## config.mk

```make
export PLATFORM = sky130hd
export DESIGN_NAME = asram_ctrl
export DESIGN_NICKNAME = d
export VERILOG_FILES = /design/src/rtl/asram_pkg.sv /design/src/rtl/asram_fsm.sv /design/src/rtl/asram_dp.sv /design/src/rtl/asram_ctrl.sv
export SDC_FILE = /design/constraint.sdc
export NUM_CORES = 1
export LEC_CHECK = 0
export BUFFER_PORTS_ARGS = -buffer_cell sky130_fd_sc_hd__buf_2
export CORE_MARGIN = 3
export CORE_UTILIZATION = 45
export CTS_BUF_LIST = sky130_fd_sc_hd__clkbuf_4 sky130_fd_sc_hd__clkbuf_8 sky130_fd_sc_hd__clkbuf_16
export DETAILED_ROUTE_END_ITERATION = 12
export GPL_ROUTABILITY_DRIVEN = 0
export PLACE_DENSITY = 0.85
export SLEW_MARGIN = 20
export SYNTH_ARGS = -nofsm -noshare
export SYNTH_HDL_FRONTEND = slang
export SYNTH_SLANG_ARGS = --single-unit
```

## constraint.sdc

```tcl
create_clock -name clk -period 1.9 [get_ports clk]
set_input_delay 0 -clock clk [delete_from_list [all_inputs] [get_ports clk]]
set_output_delay 0 -clock clk [all_outputs]
set_load 0.005 [all_outputs]
```

## src/rtl/asram_pkg.sv

```systemverilog
package asram_pkg;

  typedef enum logic [2:0] {
    S_IDLE, S_WADDR, S_WFLOAT, S_WDRIVE, S_WHOLD, S_RREC, S_RACC
  } ctrlState_t;

  typedef struct packed {
    logic ceN;
    logic oeN;
    logic weN;
    logic drive;
    logic load;
    logic capture;
  } strobe_t;

  function automatic int cyclesFor(input int ps, input int clkPs);
    int c;
    c = (ps + clkPs - 1) / clkPs;
    return (c < 1) ? 1 : c;
  endfunction

  function automatic int maxOf(input int a, input int b);
    return (a > b) ? a : b;
  endfunction

endpackage

```

## src/rtl/asram_fsm.sv

```systemverilog
module asram_fsm
  import asram_pkg::*;
#(
  parameter int FLOAT_CYC = 1,
  parameter int DRIVE_CYC = 1,
  parameter int HOLD_CYC  = 1,
  parameter int REC_CYC   = 1,
  parameter int ACC_CYC   = 2,
  parameter int CNT_W     = 4
) (
  input  logic    clk,
  input  logic    rst,
  input  logic    reqValid,
  input  logic    reqWrite,
  output logic    ready,
  output strobe_t strb
);

  ctrlState_t state;
  logic [CNT_W-1:0] cnt;
  logic lastWr;
  logic cntDone;

  assign cntDone = (cnt == '0);

  always_ff @(posedge clk) begin
    if (rst) begin
      state  <= S_IDLE;
      cnt    <= '0;
      lastWr <= 1'b0;
    end else begin
      case (state)
        S_IDLE: if (reqValid) begin
          lastWr <= reqWrite;
          if (reqWrite) begin
            state <= S_WADDR;
          end else if (lastWr) begin
            state <= S_RREC;
            cnt   <= CNT_W'(REC_CYC - 1);
          end else begin
            state <= S_RACC;
            cnt   <= CNT_W'(ACC_CYC - 1);
          end
        end
        S_WADDR: begin
          state <= S_WFLOAT;
          cnt   <= CNT_W'(FLOAT_CYC - 1);
        end
        S_WFLOAT: if (cntDone) begin
          state <= S_WDRIVE;
          cnt   <= CNT_W'(DRIVE_CYC - 1);
        end else cnt <= cnt - 1'b1;
        S_WDRIVE: if (cntDone) begin
          state <= S_WHOLD;
          cnt   <= CNT_W'(HOLD_CYC - 1);
        end else cnt <= cnt - 1'b1;
        S_WHOLD: if (cntDone) state <= S_IDLE;
                 else cnt <= cnt - 1'b1;
        S_RREC: if (cntDone) begin
          state <= S_RACC;
          cnt   <= CNT_W'(ACC_CYC - 1);
        end else cnt <= cnt - 1'b1;
        S_RACC: if (cntDone) state <= S_IDLE;
                else cnt <= cnt - 1'b1;
        default: state <= S_IDLE;
      endcase
    end
  end

  always_comb begin
    strb = '{ceN: 1'b1, oeN: 1'b1, weN: 1'b1, drive: 1'b0, load: 1'b0, capture: 1'b0};
    ready = (state == S_IDLE);
    case (state)
      S_IDLE:   strb.load = reqValid;
      S_WADDR:  strb.ceN = 1'b0;
      S_WFLOAT: begin strb.ceN = 1'b0; strb.weN = 1'b0; end
      S_WDRIVE: begin strb.ceN = 1'b0; strb.weN = 1'b0; strb.drive = 1'b1; end
      S_WHOLD:  begin strb.ceN = 1'b0; strb.drive = 1'b1; end
      S_RREC:   strb.ceN = 1'b0;
      S_RACC:   begin strb.ceN = 1'b0; strb.oeN = 1'b0; strb.capture = cntDone; end
      default:  ;
    endcase
  end

endmodule

```

## src/rtl/asram_dp.sv

```systemverilog
module asram_dp
  import asram_pkg::*;
#(
  parameter int ADDR_W = 19,
  parameter int DATA_W = 16
) (
  input  logic              clk,
  input  logic              rst,
  input  strobe_t           strb,
  input  logic [ADDR_W-1:0] reqAddr,
  input  logic [DATA_W-1:0] reqWdata,
  input  logic [DATA_W-1:0] memDqIn,
  output logic [DATA_W-1:0] rdData,
  output logic              rdValid,
  output logic              memCeN,
  output logic              memOeN,
  output logic              memWeN,
  output logic [ADDR_W-1:0] memAddr,
  output logic [DATA_W-1:0] memDqOut,
  output logic              memDqOe
);

  logic [ADDR_W-1:0] addrQ;
  logic [DATA_W-1:0] dataQ;

  always_ff @(posedge clk) begin
    if (rst) begin
      addrQ   <= '0;
      dataQ   <= '0;
      rdData  <= '0;
      rdValid <= 1'b0;
    end else begin
      rdValid <= strb.capture;
      if (strb.load) begin
        addrQ <= reqAddr;
        dataQ <= reqWdata;
      end
      if (strb.capture) rdData <= memDqIn;
    end
  end

  assign memCeN   = strb.ceN;
  assign memOeN   = strb.oeN;
  assign memWeN   = strb.weN;
  assign memDqOe  = strb.drive;
  assign memAddr  = addrQ;
  assign memDqOut = dataQ;

endmodule

```

## src/rtl/asram_ctrl.sv

```systemverilog
module asram_ctrl
  import asram_pkg::*;
#(
  parameter int ADDR_W    = 19,
  parameter int DATA_W    = 16,
  parameter int CLK_PS    = 5000,
  parameter int T_RC_PS   = 10000,
  parameter int T_AA_PS   = 10000,
  parameter int T_OE_PS   = 4000,
  parameter int T_WP_PS   = 7000,
  parameter int T_DW_PS   = 5000,
  parameter int T_WHZ_PS  = 4000,
  parameter int T_OHZ_PS  = 4000,
  parameter int T_WLZ_PS  = 3000
) (
  input  logic              clk,
  input  logic              rst,
  input  logic              reqValid,
  input  logic              reqWrite,
  input  logic [ADDR_W-1:0] reqAddr,
  input  logic [DATA_W-1:0] reqWdata,
  output logic              ready,
  output logic [DATA_W-1:0] rdData,
  output logic              rdValid,
  output logic              memCeN,
  output logic              memOeN,
  output logic              memWeN,
  output logic [ADDR_W-1:0] memAddr,
  output logic [DATA_W-1:0] memDqOut,
  output logic              memDqOe,
  input  logic [DATA_W-1:0] memDqIn
);

  localparam int RC_CYC    = cyclesFor(T_RC_PS, CLK_PS);
  localparam int FLOAT_CYC = maxOf(cyclesFor(T_WHZ_PS, CLK_PS), cyclesFor(T_OHZ_PS, CLK_PS));
  localparam int DRIVE_CYC = maxOf(cyclesFor(T_DW_PS, CLK_PS),
                                   maxOf(cyclesFor(T_WP_PS, CLK_PS) - FLOAT_CYC, 1));
  localparam int HOLD_CYC  = maxOf(1, RC_CYC - 1 - FLOAT_CYC - DRIVE_CYC);
  localparam int REC_CYC   = cyclesFor(T_WLZ_PS, CLK_PS);
  localparam int ACC_CYC   = maxOf(RC_CYC, maxOf(cyclesFor(T_AA_PS, CLK_PS),
                                                 cyclesFor(T_OE_PS, CLK_PS)));
  localparam int MAX_CYC   = maxOf(maxOf(FLOAT_CYC, DRIVE_CYC),
                                   maxOf(maxOf(HOLD_CYC, REC_CYC), ACC_CYC));
  localparam int CNT_W     = $clog2(MAX_CYC + 1) + 1;

  strobe_t strb;

  asram_fsm #(
    .FLOAT_CYC(FLOAT_CYC), .DRIVE_CYC(DRIVE_CYC), .HOLD_CYC(HOLD_CYC),
    .REC_CYC(REC_CYC), .ACC_CYC(ACC_CYC), .CNT_W(CNT_W)
  ) uFsm (
    .clk(clk), .rst(rst), .reqValid(reqValid), .reqWrite(reqWrite),
    .ready(ready), .strb(strb)
  );

  asram_dp #(.ADDR_W(ADDR_W), .DATA_W(DATA_W)) uDp (
    .clk(clk), .rst(rst), .strb(strb), .reqAddr(reqAddr), .reqWdata(reqWdata),
    .memDqIn(memDqIn), .rdData(rdData), .rdValid(rdValid),
    .memCeN(memCeN), .memOeN(memOeN), .memWeN(memWeN),
    .memAddr(memAddr), .memDqOut(memDqOut), .memDqOe(memDqOe)
  );

endmodule

```

==> results of run 1 <==
## where the power goes
part	total, mW	internal, mW	switching, mW
clock network	1.19	0.708	0.477
registers	1.55	1.43	0.123
logic	1.35	0.581	0.774
total	4.09	2.72	1.37
## cell usage after synthesis, types with 2 or more instances
| master | instances |
|---|---|
| a21oi_1 | 59 |
| a221oi_1 | 2 |
| buf_2 | 4 |
| buf_6 | 5 |
| clkbuf_1 | 11 |
| dfxtp_1 | 59 |
| ha_1 | 2 |
| inv_1 | 4 |
| nand2_1 | 113 |
| nand2b_1 | 3 |
| nand3_1 | 3 |
| nor2_1 | 4 |
| nor2b_1 | 5 |
| o211ai_1 | 4 |
## per-layer routing
layer  vias to the layer above  track usage, %
met2                       120            47.8
met3                        17            6.73
met1                      1181            28.9
met4                         0            12.6
li1                       1282               -
met5                         -               0
## registers in the layout, indices dropped and copies added (netlist names)
| signal | flops |
|---|---|
| uDp.rdValid | 1 |
| uFsm.lastWr | 1 |
| uDp.memAddr | 19 |
| uDp.rdData | 16 |
| uFsm.cnt | 3 |
| uDp.memDqOut | 16 |
| uFsm.state | 3 |
## layout by cell type, fill, tap and decap left out, drive strengths merged
cell | synthesis | final
buf | 10 | 119
a221oi | 2 | 2
a21oi | 59 | 59
a32o | 1 | 1
o211ai | 4 | 4
o22ai | 1 | 1
and2 | 1 | 1
nand2 | 113 | 113
o21bai | 1 | 1
inv | 5 | 5
clkbuf | 11 | 12
nor3 | 2 | 2
nand3 | 3 | 3
clkinvlp | 0 | 1
o221ai | 1 | 1
clkinv | 0 | 2
a211oi | 1 | 1
dlygate4sd3 | 0 | 52
nor2b | 5 | 5
dfxtp | 59 | 59
a211o | 1 | 1
xor2 | 1 | 1
bufinv | 0 | 1
or3 | 2 | 2
nand2b | 3 | 3
o21ai | 1 | 1
nor2 | 4 | 4
ha | 2 | 2
## cells by family (layout without fill, tap and decap cells)
logic type | count (synthesis) | in the layout | share of synthesized area [%]
buffers and inverters | 26 | 192 | 6.09
adder cells (fa/ha/maj) | 2 | 2 | 1.09
flip-flops | 59 | 59 | 51.3
XOR/XNOR | 1 | 1 | 0.381
AND/OR/NAND/NOR | 133 | 133 | 23.6
AO/OA/AOI/OAI | 72 | 72 | 17.5
## cell type report
type	instances	share of cell area (%)
sequential	59	32.6
inverter	5	0.518
clock buffer	12	4.56
timing repair buffer	171	31.7
clock inverter	4	1.31
tap	67	2.31
multi-input combinational	208	27.0
## repair_timing
action	4_1_cts	5_1_grt
buffers inserted	0	0
endpoints found under the hold margin	52	0
hold buffers	52	0
## worst max-delay path: stages (launching register included)
cell	delay, ns
dfxtp_1	0.35
inv_1	0.07
ha_1	0.23
nand2b_1	0.28
o221ai_2	0.20
or3_1	0.38
a21oi_1	0.14
## per-stage QoR
| step | worst slack, ns | cell area [µm²] |
|---|---|---|
| 6_report | 0.193 | 3620 |
| 5_1_grt | 0.0706 | 3620 |
| 4_1_cts | 0.212 | 3620 |
| 3_5_place_dp | 0.224 | 2890 |
| 3_3_place_gp | 0.323 | 2890 |
| 2_1_floorplan | 0.409 | 2300 |
## how the worst max path moves through the flow
stage | startpoint | to | slack [ns] | cells after the start
finish | uFsm.cnt[0] | uFsm.cnt[1] | 0.19 | 6
CTS | uFsm.cnt[0] | uFsm.cnt[1] | 0.21 | 6
global placement | uFsm.cnt[0] | uFsm.cnt[1] | 0.32 | 6
global route | uFsm.cnt[0] | uFsm.cnt[1] | 0.07 | 6
floorplan | uFsm.cnt[0] | uFsm.cnt[1] | 0.41 | 7
detailed placement | uFsm.cnt[0] | uFsm.cnt[1] | 0.22 | 6
==> results_dict.tcl, run 1 <==
set metrics [dict create \
    status "finished, final reports clean" \
    fmax_mhz 586 \
    grt_first_pass_wirelength_um 12700 \
    core-area_mm2 0.00482 \
    diodes 0 \
    r2r_cells 6 \
    yosysTopAreaCell "dfxtp_1" \
    max_cap_violations 0 \
    grt_pass1_vias 2679 \
    syn_area_per_cell_um2 7.85 \
    synth_fp_nets 350 \
    r2r_start "uFsm.cnt[0]" \
    stdcell_count 526 \
    synthDistinctLibCells 29 \
    rrSetupSlack_ns 0.19 \
    slew_violations 0 \
    nNetsFinal 511 \
    routed_wl_um 7870 \
    dieArea_mm2 0.00601 \
    async_reset_ff_share_pct 0 \
    power_mw 4.09 \
    ys_ff_latch 59 \
    r2r_end "uFsm.cnt[1]" \
    die_h_um 77.5 \
    fin_crit_sh_pct 89.9 \
    hold_ws_ns 0.114 \
    synth_area_leaders "dfxtp_1 51%, nand2_1 18%, a21oi_1 13%" \
    synthesis.area_mm2 0.00230 \
    ant_nets 0 \
    leakagePower_nw 1.64 \
    fp.dieW_um 77.5 \
    setup_viol 0 \
    wl_met1_um 3060 \
    whs_path_depth 4 \
    clkTransAtPathRegs_ns 0.07 \
    numCtsBuffers 9 \
    holdPathEnd "uFsm.state[0]" \
    h-tree-depth 3 \
    areaGrowthSynthToFinish_pct 57.5 \
    grt_antenna_before_repair 0 \
    wl_met3_um 593 \
    multiInputGateArea_um2 980 \
    io_pins 112 \
    grt_max_degree 37 \
    cts_root_buffer "clkbuf_8" \
    cts.sinks 59 \
    min_period_ns 1.71 \
    tightestPinTransition_ns 0.461 \
    end_kind "flip-flop" \
    first_iter_violations 118 \
    n_fill_cell 357 \
    firstDrtPassIters 4 \
    vdd_drop_max_v 0.000987 \
    regArea_mm2 0.00118 \
    drive_gt1_share_pct 30.3 \
    grtUsageTotal_pct 26.6 \
    path_class "reg2reg" \
    top_layer "met4" \
    yosysTopAreaCellShare_pct 51.3 \
    drc 0 \
    final_core_util_pct 75.2 \
    post-dp-hpwl_um 4130 \
    grt_setup_unrepaired "false" \
    clockBufferDepth 2 \
    min_path_type "in2reg" \
    viasPerCell 4.94 \
    met2_length_um 4030 \
    p_per_area_mw_per_mm2 1130 \
    start_util_pct 47.8 \
    hp-start "reqValid" \
    grt_overflow 0 \
    cts_resized 0 \
    worst_setup_path_start_kind "flip-flop" \
    postSynthCellCount 293 \
    synth_flop_cell "dfxtp_1" \
    num_vias 2600 \
    crit_fanout 9 \
    dp.cells 458 \
    worstPathRequired_ns 2.16 \
    clk_latency_ns 0.33 \
    drt-wirelength-per-cell_um 15.0 \
    seq_area_frac_synth_pct 51.3 \
    cts_tree "done" \
    fin_tns_setup_ns 0 \
    fin_skew_ns 0.00725 \
    max_slew_margin_pct 69.2 \
    synth_edf_count 0 \
    ys_warn_count 0 \
    port_buffers 111 \
    core.rowCount 25 \
    hold_viol 0 \
    cp.arrival_ns 1.97 \
]
Note: power is estimated with default switching activity, not from simulation.
==> run 2: changes to the inputs <==
--- a/config.mk
+++ b/config.mk
@@ -12,6 +12,7 @@
 export DETAILED_ROUTE_END_ITERATION = 12
 export GPL_ROUTABILITY_DRIVEN = 0
 export PLACE_DENSITY = 0.85
+export RECOVER_POWER = 50
 export SLEW_MARGIN = 20
 export SYNTH_ARGS = -nofsm -noshare
 export SYNTH_HDL_FRONTEND = slang
==> run 2 against run 1 <==
Die area unchanged. Hold slack worse by 0.0021 ns. Final area down 1.2%. Fmax down 2.8%. Total power down 0.84%. Largest power group unchanged. Highest routed layer unchanged.
==> results_dict.tcl, run 2 (synthesis results as in run 1) <==
set metrics [dict create \
    drc 0 \
    layout_common_cells "113 x nand2_1, 78 x buf_2, 59 x a21oi_1, 59 x dfxtp_1, 52 x dlygate4sd3_1" \
    setup_viol 0 \
    path_class "reg2reg" \
    port_buffers 111 \
    firstDrtPassIters 5 \
    start_util_pct 47.8 \
    cp_cell_sequence "clkbuf_1 -> nand2b_1 -> o221ai_2 -> a211oi_1 -> a32o_1" \
    fin_crit_sh_pct 92.4 \
    grtUsageTotal_pct 26.6 \
    r2r_start "uFsm.state[2]" \
    final_area_mm2 0.00358 \
    routed_wl_um 7830 \
    end_kind "flip-flop" \
    crit_family "compound AO/OA/AOI/OAI gates" \
    drive_gt1_share_pct 22.9 \
    post-dp-hpwl_um 4130 \
    max_cap_violations 0 \
    grt_setup_unrepaired "false" \
    leakagePower_nw 1.50 \
    grt_pass1_vias 2679 \
    slowest_stage "clkbuf_1" \
    slew_violations 0 \
    viasPerCell 4.97 \
    vdd_drop_max_v 0.000984 \
    nNetsFinal 511 \
    numCtsBuffers 9 \
    num_vias 2612 \
    cts_resized 0 \
    fmax_mhz 569 \
    min_period_ns 1.76 \
    max_slew_margin_pct 66.5 \
    clk_latency_ns 0.33 \
    largest_reg_flops 19 \
    cts.sinks 59 \
    core.rowCount 25 \
    dieArea_mm2 0.00601 \
    hp-start "reqValid" \
    first_iter_violations 125 \
    crit_fanout 13 \
    areaGrowthSynthToFinish_pct 55.6 \
    cts_tree "done" \
    h-tree-depth 3 \
    holdPathEnd "uFsm.state[0]" \
    grt_overflow 0 \
    p_per_area_mw_per_mm2 1130 \
    worstPathRequired_ns 2.11 \
    drt-wirelength-per-cell_um 14.9 \
    max_stage_delay_ns 0.41 \
    mostFrequentLayoutCell "nand2_1" \
    io_pins 112 \
    power_mw 4.06 \
    clkTransAtPathRegs_ns 0.06 \
    tightestPinTransition_ns 0.502 \
    post-cts-setup-buffers 0 \
    fin_tns_setup_ns 0 \
    min_path_type "in2reg" \
    cp.arrival_ns 1.97 \
    whs_path_depth 4 \
    diodes 0 \
    clockBufferDepth 2 \
    cts_hold_buf 52 \
    grt_antenna_before_repair 0 \
    core-area_mm2 0.00482 \
    cts_root_buffer "clkbuf_8" \
    rrSetupSlack_ns 0.14 \
    status "finished, final reports clean" \
    cp.buffers_inverters 1 \
    r2r_cells 5 \
    final_core_util_pct 74.3 \
    die_h_um 77.5 \
    place_area_mm2 0.00289 \
    hold_viol 0 \
    ant_nets 0 \
    n_fill_cell 376 \
    grt_max_degree 37 \
    fin_skew_ns 0.00728 \
    fp.dieW_um 77.5 \
    grt_first_pass_wirelength_um 12700 \
    r2r_end "uFsm.cnt[0]" \
    worst_setup_path_start_kind "flip-flop" \
]
[run 2: cell types whose count changed in the layout (fill, tap and decap cells not counted), sizes merged]
cell,change
clkbuf,+34
buf,-34
[run 2: power by group]
part	internal, mW	leakage, nW	switching [mW]
clock network	0.708	0.108	0.477
logic	0.549	0.912	0.770
registers	1.43	0.481	0.124
total	2.69	1.50	1.37
[run 2: how the worst max path moves through the flow]
stage                  start            end  slack [ns]  depth (start not counted)
2_1_floorplan    uFsm.cnt[0]    uFsm.cnt[1]        0.41                          7
4_1_cts          uFsm.cnt[0]    uFsm.cnt[1]        0.21                          6
6_report       uFsm.state[2]    uFsm.cnt[0]        0.14                          5
5_1_grt        uFsm.state[2]  uDp.rdData[6]        0.05                          6
3_5_place_dp     uFsm.cnt[0]    uFsm.cnt[1]        0.22                          6
3_3_place_gp     uFsm.cnt[0]    uFsm.cnt[1]        0.32                          6
[run 2: worst register-to-register path, delay by kind of cell (launching register included)]
kind / cells / cell delay (ns)
flip-flops: 1 / 0.33
AO/OA/AOI/OAI: 3 / 0.68
buffers and inverters: 1 / 0.41
AND/OR/NAND/NOR: 1 / 0.24
[run 2: area by class of cell]
| type | instances | area [µm²] | share of cell area [%] |
|---|---|---|---|
| clock buffer | 12 | 165 | 4.61 |
| inverter | 5 | 18.8 | 0.524 |
| tap | 67 | 83.8 | 2.34 |
| clock inverter | 4 | 47.5 | 1.33 |
| timing repair buffer | 171 | 1100 | 30.8 |
| multi-input combinational | 208 | 980 | 27.4 |
| sequential | 59 | 1180 | 33.0 |
[run 2: through the flow]
stage               hold slack [ns]  cells  worst slack, ns
floorplan                     0.136    293            0.409
global placement              0.240    458            0.323
detailed placement            0.246    458            0.224
CTS                          0.0965    526            0.212
global route                  0.127    526           0.0545
finish                        0.112    526            0.144
[run 2: metal layers]
metal	wire length, µm	global-route usage [%]
met1	2960	28.9
met2	4050	47.8
met3	619	6.73
met4	210	12.6
met5	0	0
==> run 3: changes to the inputs <==
--- a/config.mk
+++ b/config.mk
@@ -12,7 +12,7 @@
 export DETAILED_ROUTE_END_ITERATION = 12
 export GPL_ROUTABILITY_DRIVEN = 0
 export PLACE_DENSITY = 0.85
-export RECOVER_POWER = 50
+export RECOVER_POWER = 100
 export SLEW_MARGIN = 20
 export SYNTH_ARGS = -nofsm -noshare
 export SYNTH_HDL_FRONTEND = slang
==> constraint.sdc (replaced) <==
create_clock -name clk -period 1.9 [get_ports clk]
set_input_delay 0.095 -clock clk [delete_from_list [all_inputs] [get_ports clk]]
set_output_delay 0.095 -clock clk [all_outputs]
set_load 0.005 [all_outputs]
==> run 3 against run 2 <==
Sequential share of layout area rose by 2.1 points. Final area fell by 6.0%. Critical path depth rose by 1. Register-to-register slack improved by 0.03 ns. Non-clock buffer count fell by 21. Total power fell by 2.0%. Critical path type unchanged. Highest routed layer unchanged. Final cell count fell by 4.0%.
==> results_dict.tcl, run 3 (synthesis results as in run 1) <==
set metrics [dict create \
    status "finished, final reports clean" \
    numCtsBuffers 9 \
    diodes 0 \
    cp_cell_sequence "or3_1 -> inv_2 -> nand2_1 -> clkbuf_4 -> nand2_1 -> a21oi_1" \
    first_iter_violations 109 \
    whs_path_depth 3 \
    grt_overflow 0 \
    grt_first_pass_wirelength_um 11300 \
    vdd_drop_max_v 0.000874 \
    drt-wirelength-per-cell_um 13.8 \
    die_h_um 77.5 \
    start_util_pct 47.8 \
    n_fill_cell 413 \
    hold_viol 0 \
    largest_reg_flops 19 \
    dieArea_mm2 0.00601 \
    setup_viol 0 \
    fp.dieW_um 77.5 \
    r2r_cells 6 \
    r2r_start "uFsm.state[0]" \
    r2r_end "uDp.memDqOut[12]" \
    cts_tree "done" \
    holdPathEnd "uDp.memAddr[12]" \
    min_period_ns 1.73 \
    areaGrowthSynthToFinish_pct 46.2 \
    p_per_area_mw_per_mm2 1180 \
    cts_resized 0 \
    fin_tns_setup_ns 0 \
    crit_fanout 36 \
    io_pins 112 \
    grt_pass1_vias 2472 \
    mostFrequentLayoutCell "nand2_1" \
    final_area_mm2 0.00336 \
    core.rowCount 25 \
    slew_violations 0 \
    max_stage_delay_ns 0.48 \
    critPathMostFrequentCell "nand2_1" \
    cp.buffers_inverters 2 \
    drive_gt1_share_pct 24.2 \
    firstDrtPassIters 4 \
    path_class "reg2reg" \
    end_kind "flip-flop" \
    grt_max_degree 37 \
    grtUsageTotal_pct 23.6 \
    rrSetupSlack_ns 0.17 \
    core-area_mm2 0.00482 \
    cp.arrival_ns 1.91 \
    crit_family "simple AND/OR/NAND/NOR gates" \
    leakagePower_nw 1.43 \
    viasPerCell 4.87 \
    clkTransAtPathRegs_ns 0.06 \
    clockBufferDepth 2 \
    slowest_stage "or3_1" \
    worst_setup_path_start_kind "flip-flop" \
    ant_nets 0 \
    routed_wl_um 6950 \
    tightestPinTransition_ns 0.497 \
    grt_antenna_before_repair 0 \
    post-dp-hpwl_um 4130 \
    fin_skew_ns 0.00876 \
    worstPathRequired_ns 2.08 \
    min_path_type "in2reg" \
    place_area_mm2 0.00289 \
    layout_common_cells "113 x nand2_1, 81 x buf_2, 59 x a21oi_1, 59 x dfxtp_1" \
    cts_root_buffer "clkbuf_8" \
    grt_setup_unrepaired "false" \
    max_cap_violations 0 \
    clk_latency_ns 0.32 \
    drc 0 \
    hp-start "reqAddr[12]" \
    nNetsFinal 490 \
    port_buffers 111 \
    max_slew_margin_pct 66.9 \
    hold_ws_ns 0.0135 \
    fmax_mhz 579 \
    post-cts-setup-buffers 0 \
    cts.sinks 59 \
    num_vias 2457 \
    h-tree-depth 3 \
    fin_crit_sh_pct 90.9 \
]
run 3: changes by cell type in the layout (fill, tap and decap cells not counted):
cell           previous run  this run
dlygate4sd3_1            52        31
buf_2                    78        81
clkbuf_1                 34        31
buf_4                     6         5
clkbuf_4                  0         1
nor3_1                    1         2
nor3_2                    1         0
or3_1                     1         2
or3_4                     1         0
run 3: layout make-up:
class                      instances  area, µm²  area share (%)
inverter                           5       18.8           0.558
clock buffer                      12        165            4.91
sequential                        59       1180            35.1
timing repair buffer             150        897            26.7
clock inverter                     4       47.5            1.41
multi-input combinational        208        970            28.8
tap                               67       83.8            2.49
run 3: metrics by stage:
step           power [mW]  std cells  utilization [%]  setup slack (ns)
6_report             3.98        505             69.8             0.173
3_3_place_gp         2.74        458             60.0             0.323
3_5_place_dp         2.80        458             60.0             0.224
2_1_floorplan        2.41        293                -             0.409
5_1_grt              4.23        505             69.8            0.0356
4_1_cts              4.04        505             70.9             0.212
run 3: worst min-delay path: cells and delay by family:
family	cells	cell delay (ns)
simple gates	1	0.04
buf+inv	1	0.10
compound gates	1	0.05
run 3: layer usage:
layer	global-route usage (%)	routed length (µm)	vias up
met3	7.89	547	6
met4	11.6	75	0
li1	-	-	1236
met5	0	0	-
met2	40.1	3420	112
met1	26.3	2910	1103
run 3: timing repair:
action / 4_1_cts / 5_1_grt
endpoints found under the setup margin: 0 / 0
endpoints found under the hold margin: 31 / 0
hold buffers: 31 / 0
run 3: worst max-delay path by stage:
stage | start | slack (ns) | end | cells after the start
floorplan | uFsm.cnt[0] | 0.41 | uFsm.cnt[1] | 7
global placement | uFsm.cnt[0] | 0.32 | uFsm.cnt[1] | 6
detailed placement | uFsm.cnt[0] | 0.22 | uFsm.cnt[1] | 6
CTS | uFsm.cnt[0] | 0.21 | uFsm.cnt[1] | 6
global route | uFsm.state[0] | 0.04 | uDp.memDqOut[2] | 6
finish | uFsm.state[0] | 0.17 | uDp.memDqOut[12] | 6
run 3: report_power, final:
group | switching, mW | total (mW) | internal, mW
clock | 0.472 | 1.18 | 0.709
sequential | 0.117 | 1.55 | 1.43
combinational | 0.741 | 1.25 | 0.510
